<file path="config.mk">
export PLATFORM = sky130hd
export DESIGN_NAME = pdt_timer
export DESIGN_NICKNAME = d
export VERILOG_FILES = /design/src/rtl/pdt_pkg.sv /design/src/rtl/pdt_prescale.sv /design/src/rtl/pdt_ctrl.sv /design/src/rtl/pdt_count.sv /design/src/rtl/pdt_timer.sv
export SDC_FILE = /design/constraint.sdc
export NUM_CORES = 1
export LEC_CHECK = 0
export CAP_MARGIN = 10
export CORE_MARGIN = 10
export CORE_UTILIZATION = 30
export CTS_CLUSTER_SIZE = 24
export DETAILED_ROUTE_END_ITERATION = 12
export GPL_TIMING_DRIVEN = 1
export SETUP_SLACK_MARGIN = 0.5
export SYNTH_ARGS = -nofsm -noshare
export SYNTH_HDL_FRONTEND = slang
export SYNTH_SLANG_ARGS = --single-unit
</file>
<file path="constraint.sdc">
create_clock -name clk -period 2.7 [get_ports clk]
set_clock_uncertainty 0.2 [all_clocks]
set_input_delay 0.54 -clock clk [delete_from_list [all_inputs] [get_ports clk]]
set_output_delay 0.54 -clock clk [all_outputs]
set_load 0.01 [all_outputs]
</file>
<file path="src/rtl/pdt_pkg.sv">
// Package: shared field positions and word indices for the down-counting timer.
// Assumes registers are 32-bit words selected by address bits above bit 1.
package pdt_pkg;
    localparam int PDT_EN_BIT    = 0;
    localparam int PDT_AUTO_BIT  = 1;
    localparam int PDT_PRE_LSB   = 8;
    localparam int PDT_CLR_BIT   = 0;
    localparam int PDT_WORD_LOAD = 0;
    localparam int PDT_WORD_CNT  = 1;
    localparam int PDT_WORD_CTRL = 2;
    localparam int PDT_WORD_STAT = 3;
endpackage

</file>
<file path="src/rtl/pdt_prescale.sv">
// Module: pdt_prescale
// Purpose: divides the clock by DIV+1 into single-cycle step pulses while running.
// Assumes: restart forces the phase to zero, so the next step is a full period away.
module pdt_prescale #(
    parameter int PRE_W = 8
) (
    input  logic             clk,
    input  logic             rst_n,
    input  logic             run,
    input  logic             restart,
    input  logic [PRE_W-1:0] div,
    output logic             step
);
    logic [PRE_W-1:0] phase_q;

    assign step = run && (phase_q >= div);

    // Phase counter: cleared on restart or step, advances while running.
    always_ff @(posedge clk) begin
        if (!rst_n) begin
            phase_q <= '0;
        end else if (restart) begin
            phase_q <= '0;
        end else if (run) begin
            phase_q <= step ? '0 : phase_q + PRE_W'(1);
        end
    end


    step_spacing_chk: assert property (@(posedge clk) disable iff (!rst_n)
        step |=> (!step || div == '0));
endmodule

</file>
<file path="src/rtl/pdt_ctrl.sv">
// Module: pdt_ctrl
// Purpose: holds the control fields and the pending flag; detects the enable edge.
// Assumes: expiry and a clear in the same cycle leave the flag set.
module pdt_ctrl #(
    parameter int PRE_W = 8
) (
    input  logic             clk,
    input  logic             rst_n,
    input  logic             ctrl_wr,
    input  logic             stat_wr,
    input  logic             wr_en,
    input  logic             wr_auto,
    input  logic [PRE_W-1:0] wr_div,
    input  logic             wr_clr,
    input  logic             expire,
    output logic             en,
    output logic             auto_rl,
    output logic [PRE_W-1:0] div,
    output logic             en_rise,
    output logic             pending
);
    assign en_rise = ctrl_wr && !en && wr_en;

    // Control fields: replaced whole on a control write.
    always_ff @(posedge clk) begin
        if (!rst_n) begin
            en      <= 1'b0;
            auto_rl <= 1'b0;
            div     <= '0;
        end else if (ctrl_wr) begin
            en      <= wr_en;
            auto_rl <= wr_auto;
            div     <= wr_div;
        end
    end

    // Pending flag: set by expiry, cleared by writing one.
    always_ff @(posedge clk) begin
        if (!rst_n) begin
            pending <= 1'b0;
        end else if (expire) begin
            pending <= 1'b1;
        end else if (stat_wr && wr_clr) begin
            pending <= 1'b0;
        end
    end


    pend_clear_only_chk: assert property (@(posedge clk) disable iff (!rst_n)
        $fell(pending) |-> $past(stat_wr && wr_clr));
endmodule

</file>
<file path="src/rtl/pdt_count.sv">
// Module: pdt_count
// Purpose: stores the start value and the running count, and reports expiry.
// Assumes: count/start writes win over a step in the same cycle; en_rise never
//          coincides with step because the timer was disabled.
module pdt_count #(
    parameter int DATA_W = 32
) (
    input  logic              clk,
    input  logic              rst_n,
    input  logic              load_wr,
    input  logic              cnt_wr,
    input  logic [DATA_W-1:0] wdata,
    input  logic              en_rise,
    input  logic              rise_auto,
    input  logic              auto_rl,
    input  logic              step,
    output logic [DATA_W-1:0] count,
    output logic [DATA_W-1:0] start_val,
    output logic              expire
);
    localparam logic [DATA_W-1:0] ONE = DATA_W'(1);

    logic last_step;

    assign last_step = (count == ONE);
    assign expire    = step && last_step && !load_wr && !cnt_wr;

    // Start value register: written only through its own word.
    always_ff @(posedge clk) begin
        if (!rst_n) begin
            start_val <= '0;
        end else if (load_wr) begin
            start_val <= wdata;
        end
    end

    // Running count: writes, then enable refill, then decrement or expiry.
    always_ff @(posedge clk) begin
        if (!rst_n) begin
            count <= '0;
        end else if (load_wr || cnt_wr) begin
            count <= wdata;
        end else if (en_rise && rise_auto && count == '0) begin
            count <= start_val;
        end else if (step) begin
            if (last_step) begin
                count <= auto_rl ? start_val : '0;
            end else begin
                count <= count - ONE;
            end
        end
    end


    oneshot_zero_chk: assert property (@(posedge clk) disable iff (!rst_n)
        expire && !auto_rl |=> count == '0);

    refill_chk: assert property (@(posedge clk) disable iff (!rst_n)
        expire && auto_rl |=> count == $past(start_val));

    dec_by_one_chk: assert property (@(posedge clk) disable iff (!rst_n)
        step && !load_wr && !cnt_wr && count > ONE |=> count == $past(count) - ONE);
endmodule

</file>
<file path="src/rtl/pdt_timer.sv">
// Module: pdt_timer (top)
// Purpose: register window decode, read mux and wiring of divider, control and count.
// Assumes: one write per cycle; address bits 1:0 ignored; unmapped words read zero.
module pdt_timer #(
    parameter int DATA_W = 32,
    parameter int PRE_W  = 8,
    parameter int ADDR_W = 5
) (
    input  logic              clk,
    input  logic              rst_n,
    input  logic [ADDR_W-1:0] reg_addr,
    input  logic              reg_we,
    input  logic [DATA_W-1:0] reg_wdata,
    output logic [DATA_W-1:0] reg_rdata,
    output logic              tmr_irq
);
    import pdt_pkg::*;

    localparam int WORD_W = ADDR_W - 2;

    logic [WORD_W-1:0] word;
    logic              unused_addr_lsb;
    logic              hit_load, hit_cnt, hit_ctrl, hit_stat;
    logic              load_wr, cnt_wr, ctrl_wr, stat_wr;
    logic              en, auto_rl, en_rise, pending, step, expire, run;
    logic [PRE_W-1:0]  div;
    logic [DATA_W-1:0] count, start_val, ctrl_view;

    assign word            = reg_addr[ADDR_W-1:2];
    assign unused_addr_lsb = ^reg_addr[1:0];

    assign hit_load = (word == WORD_W'(PDT_WORD_LOAD));
    assign hit_cnt  = (word == WORD_W'(PDT_WORD_CNT));
    assign hit_ctrl = (word == WORD_W'(PDT_WORD_CTRL));
    assign hit_stat = (word == WORD_W'(PDT_WORD_STAT));

    assign load_wr = reg_we && hit_load;
    assign cnt_wr  = reg_we && hit_cnt;
    assign ctrl_wr = reg_we && hit_ctrl;
    assign stat_wr = reg_we && hit_stat;

    assign run     = en && (count != '0);
    assign tmr_irq = pending;

    pdt_prescale #(.PRE_W(PRE_W)) u_prescale (
        .clk     (clk),
        .rst_n   (rst_n),
        .run     (run),
        .restart (load_wr || cnt_wr || en_rise),
        .div     (div),
        .step    (step)
    );

    pdt_ctrl #(.PRE_W(PRE_W)) u_ctrl (
        .clk     (clk),
        .rst_n   (rst_n),
        .ctrl_wr (ctrl_wr),
        .stat_wr (stat_wr),
        .wr_en   (reg_wdata[PDT_EN_BIT]),
        .wr_auto (reg_wdata[PDT_AUTO_BIT]),
        .wr_div  (reg_wdata[PDT_PRE_LSB +: PRE_W]),
        .wr_clr  (reg_wdata[PDT_CLR_BIT]),
        .expire  (expire),
        .en      (en),
        .auto_rl (auto_rl),
        .div     (div),
        .en_rise (en_rise),
        .pending (pending)
    );

    pdt_count #(.DATA_W(DATA_W)) u_count (
        .clk       (clk),
        .rst_n     (rst_n),
        .load_wr   (load_wr),
        .cnt_wr    (cnt_wr),
        .wdata     (reg_wdata),
        .en_rise   (en_rise),
        .rise_auto (reg_wdata[PDT_AUTO_BIT]),
        .auto_rl   (auto_rl),
        .step      (step),
        .count     (count),
        .start_val (start_val),
        .expire    (expire)
    );

    // Control word view: only the defined fields, other bits zero.
    always_comb begin
        ctrl_view                         = '0;
        ctrl_view[PDT_EN_BIT]             = en;
        ctrl_view[PDT_AUTO_BIT]           = auto_rl;
        ctrl_view[PDT_PRE_LSB +: PRE_W]   = div;
    end

    // Read mux: selects the addressed word, zero for unmapped offsets.
    always_comb begin
        reg_rdata = '0;
        if (hit_load) begin
            reg_rdata = start_val;
        end else if (hit_cnt) begin
            reg_rdata = run ? count : '0;
        end else if (hit_ctrl) begin
            reg_rdata = ctrl_view;
        end else if (hit_stat) begin
            reg_rdata[PDT_CLR_BIT] = pending;
        end
    end


    expiry_from_one_chk: assert property (@(posedge clk) disable iff (!rst_n)
        $rose(tmr_irq) |-> $past(count) == DATA_W'(1));

    hold_when_off_chk: assert property (@(posedge clk) disable iff (!rst_n)
        !en |=> (count == $past(count)) || $past(load_wr || cnt_wr || en_rise));
endmodule

</file>
==> impl_metrics.py <==
metrics = {
    "drt": {
        "drc_errors": 0,
        "num_vias": 5880,
        "ant_nets": 0,
        "viasPerCell": 5.434,
        "avgRoutedWirePerCell_microns": 18.56,
        "drt_first_pass_iters": 5,
        "drt_iter0_drc": 408,
        "wl_microns": 20080,
    },
    "timing": {
        "final-max-slew-violation-count": 0,
        "fmax_ghz": 0.3247,
        "setup_slack_ns": -0.3800,
        "relSlewSlack": 0.6648,
        "rsz0062_at_grt": "yes",
        "min_period_over_period": 1.141,
        "fin_crit_ns": 3.080,
        "setup_violations": 54,
        "tightest_slew_ns": 0.5028,
        "hold_viol": 0,
    },
    "global_route": {
        "grt_usage": 0.1720,
        "grt_max_degree": 33,
        "grt_antenna_before_repair": 0,
        "grt_pass1_wl_microns": 30970,
        "grt_remaining_overflow": 0,
        "grt_pass1_vias": 5751,
    },
    "final_layout": {
        "final_cells": 1082,
        "area_growth_pct": 57.68,
        "postLayoutCellArea_sq_um": 7973,
        "fin_nets": 908,
        "drive_above_1_share": 0.3550,
        "post-route-util": 0.4825,
        "antenna_cells": 0,
        "nFillCells": 1579,
        "final_common_cell": "nand2_1",
        "mostFrequentLayoutCells": "nand2_1, buf_4, dfxtp_1",
    },
    "pwr": {
        "p_leak_uw": 0.003132,
        "total_power_uw": 4847,
        "powerDensity_nw_per_um2": 608.0,
        "peakVddDrop_mv": 0.3692,
    },
    "die": {
        "chipWidth_microns": 149.8,
        "coreArea_sq_um": 16520,
        "num_rows": 47,
        "die_h_microns": 149.8,
        "die_area_sq_um": 22450,
        "io_pins": 73,
        "start_util": 0.3060,
    },
    "yosys": {
        "synth_edf_count": 0,
        "netlist.area_leader.share": 0.3286,
        "syn_area_per_cell_sq_um": 7.403,
        "synth_cells": 683,
        "synthesis.nets": 734,
        "yosysUniqueCellTypes": 61,
        "synth_top_area_cell": "dfxtp_1",
        "synth_seq_cells": 83,
        "syn-cell-area_sq_um": 5056,
        "synthTopCellsByArea": "dfxtp_1, nand2_1, a21oi_1",
        "synth-main-ff-cell": "dfxtp_1",
        "async_flop_share": 0,
        "ys_seq_area_frac": 0.3286,
        "ys_warn_count": 0,
    },
    "cts": {
        "cts_tree": "done",
        "cts.clk_slew.worst_paths_ns": 0.06,
        "clk_path_buf_depth": 2,
        "cts_sinks": 83,
        "insertion_delay_ns": 0.36,
        "numCtsBuffers": 9,
        "htree_num_levels": 3,
        "clock-root-buffer": "clkbuf_16",
    },
    "critical_path": {
        "worstPathRequired_ns": 1.96,
        "cp-startpoint": "u_count.count[21]$_SDFFE_PN0P_",
        "start_kind": "register",
        "cp_max_fo": 4,
        "critical_path_class": "register to output port",
        "r2r_cells": 12,
        "cp-end-kind": "output port",
        "arrival_ns": 2.34,
        "crit_end": "reg_rdata[5]",
        "r2r-end": "u_count.count[12]$_SDFFE_PN0P_",
        "r2r_slack_ns": -0.10,
        "reg2reg_from": "u_count.count[6]$_SDFFE_PN0P_",
    },
    "place": {
        "hpwlAfterDp_microns": 13670,
        "portBuffers": 70,
        "gp_congestion": 0.8754,
        "dp_slack_ns": -0.5127,
        "dp.cells": 1034,
        "placed_area_sq_um": 6912,
    },
    "min_path": {
        "hold_path_class": "register to register",
    },
    "run": {
        "cap_violations": 0,
    },
    "outcome": {
        "violations": "negative setup slack",
        "outcome": "finished with violations",
    },
}
==> worst max-delay path, cell delays in order, from the launching register on <==
cell,delay (ns)
dfxtp_2,0.33
nor4_4,0.39
nand4b_4,0.17
o31ai_4,0.33
nor4b_4,0.12
buf_2,0.19
buf_6,0.13
a22o_1,0.18
buf_2,0.14
==> sequential cells by signal, indices dropped and copies added (netlist names) <==
| signal | count |
|---|---|
| u_ctrl.auto_rl | 1 |
| u_count.count | 32 |
| u_count.start_val | 32 |
| u_ctrl.en | 1 |
| u_ctrl.pending | 1 |
| u_prescale.phase_q | 8 |
| u_ctrl.div | 8 |
==> kinds of logic (layout without fill, tap and decap cells) <==
family / count (synthesis) / in the layout / synth area share
flip-flops: 83 / 83 / 0.3286
XOR/XNOR: 9 / 9 / 0.01559
AO/OA/AOI/OAI: 201 / 201 / 0.2648
buffers and inverters: 67 / 246 / 0.05865
adder cells (fa/ha/maj): 11 / 11 / 0.02722
AND/OR/NAND/NOR: 312 / 312 / 0.3051
==> cell usage after synthesis, drive strengths merged, types with 16 or more instances <==
cell type and n:
clkbuf 36, a21oi 87, nand3 27, nor2 41
o21ai 23, a221oi 16, nand2 153, nor4 16
dfxtp 83, a22o 22, buf 16, nor3 25
==> metal layers <==
metal  global-route usage  up-vias  routed length (microns)
met5                    0        -                        0
li1                     -     2848                        -
met4              0.05102        0                      529
met2               0.2797      180                     9360
met3              0.05163       41                     1326
met1               0.2145     2811                     8863
==> power by group <==
group	switching, uW	total, uW	internal, uW	leakage (uW)
Combinational	1080	2130	1050	0.00229
Sequential	51.5	1340	1290	0.000676
Clock	520	1380	856	0.000165
Total	1650	4850	3190	0.00313
==> area by class of cell <==
| type | count | area (sq um) | share of cell area |
|---|---|---|---|
| sequential | 83 | 1672 | 0.2097 |
| multi-input combinational | 533 | 3607 | 0.4524 |
| clock buffer | 11 | 252.7 | 0.03170 |
| clock inverter | 5 | 75.07 | 0.009416 |
| timing repair buffer | 215 | 2034 | 0.2552 |
| tap | 220 | 275.3 | 0.03453 |
| inverter | 15 | 56.30 | 0.007062 |
==> worst min-delay path by stage <==
stage | from | end | slack, ns | cells after the start
2_1_floorplan | u_ctrl.div[1]$_SDFFE_PN0N_ | u_ctrl.div[1]$_SDFFE_PN0N_ | 0.25 | 2
3_3_place_gp | u_ctrl.div[4]$_SDFFE_PN0N_ | u_ctrl.div[4]$_SDFFE_PN0N_ | 0.26 | 2
3_5_place_dp | u_ctrl.div[4]$_SDFFE_PN0N_ | u_ctrl.div[4]$_SDFFE_PN0N_ | 0.26 | 2
4_1_cts | u_ctrl.div[4]$_SDFFE_PN0N_ | u_ctrl.div[4]$_SDFFE_PN0N_ | 0.27 | 2
5_1_grt | u_ctrl.div[3]$_SDFFE_PN0N_ | u_ctrl.div[3]$_SDFFE_PN0N_ | 0.29 | 2
6_report | u_ctrl.div[3]$_SDFFE_PN0N_ | u_ctrl.div[3]$_SDFFE_PN0N_ | 0.27 | 2
==> through the flow <==
stage,hold slack (ns),TNS [ns]
after floorplan,0.2462,0
after global placement,0.2566,-24.20
after detailed placement,0.2604,-23.19
after CTS,0.2690,-9.819
after global routing,0.2909,-15.33
final,0.2668,-10.89
==> repair_timing <==
action | in CTS | in global routing
pin swaps | 21 | 20
setup buffers | 20 | 4
cloned | 7 | 1
setup endpoints to repair | 83 | 73
endpoints found under the hold margin | 0 | 0
gates resized for setup | 190 | 62
hold buffers | 0 | 0
Note: power is estimated with default switching activity, not from simulation.
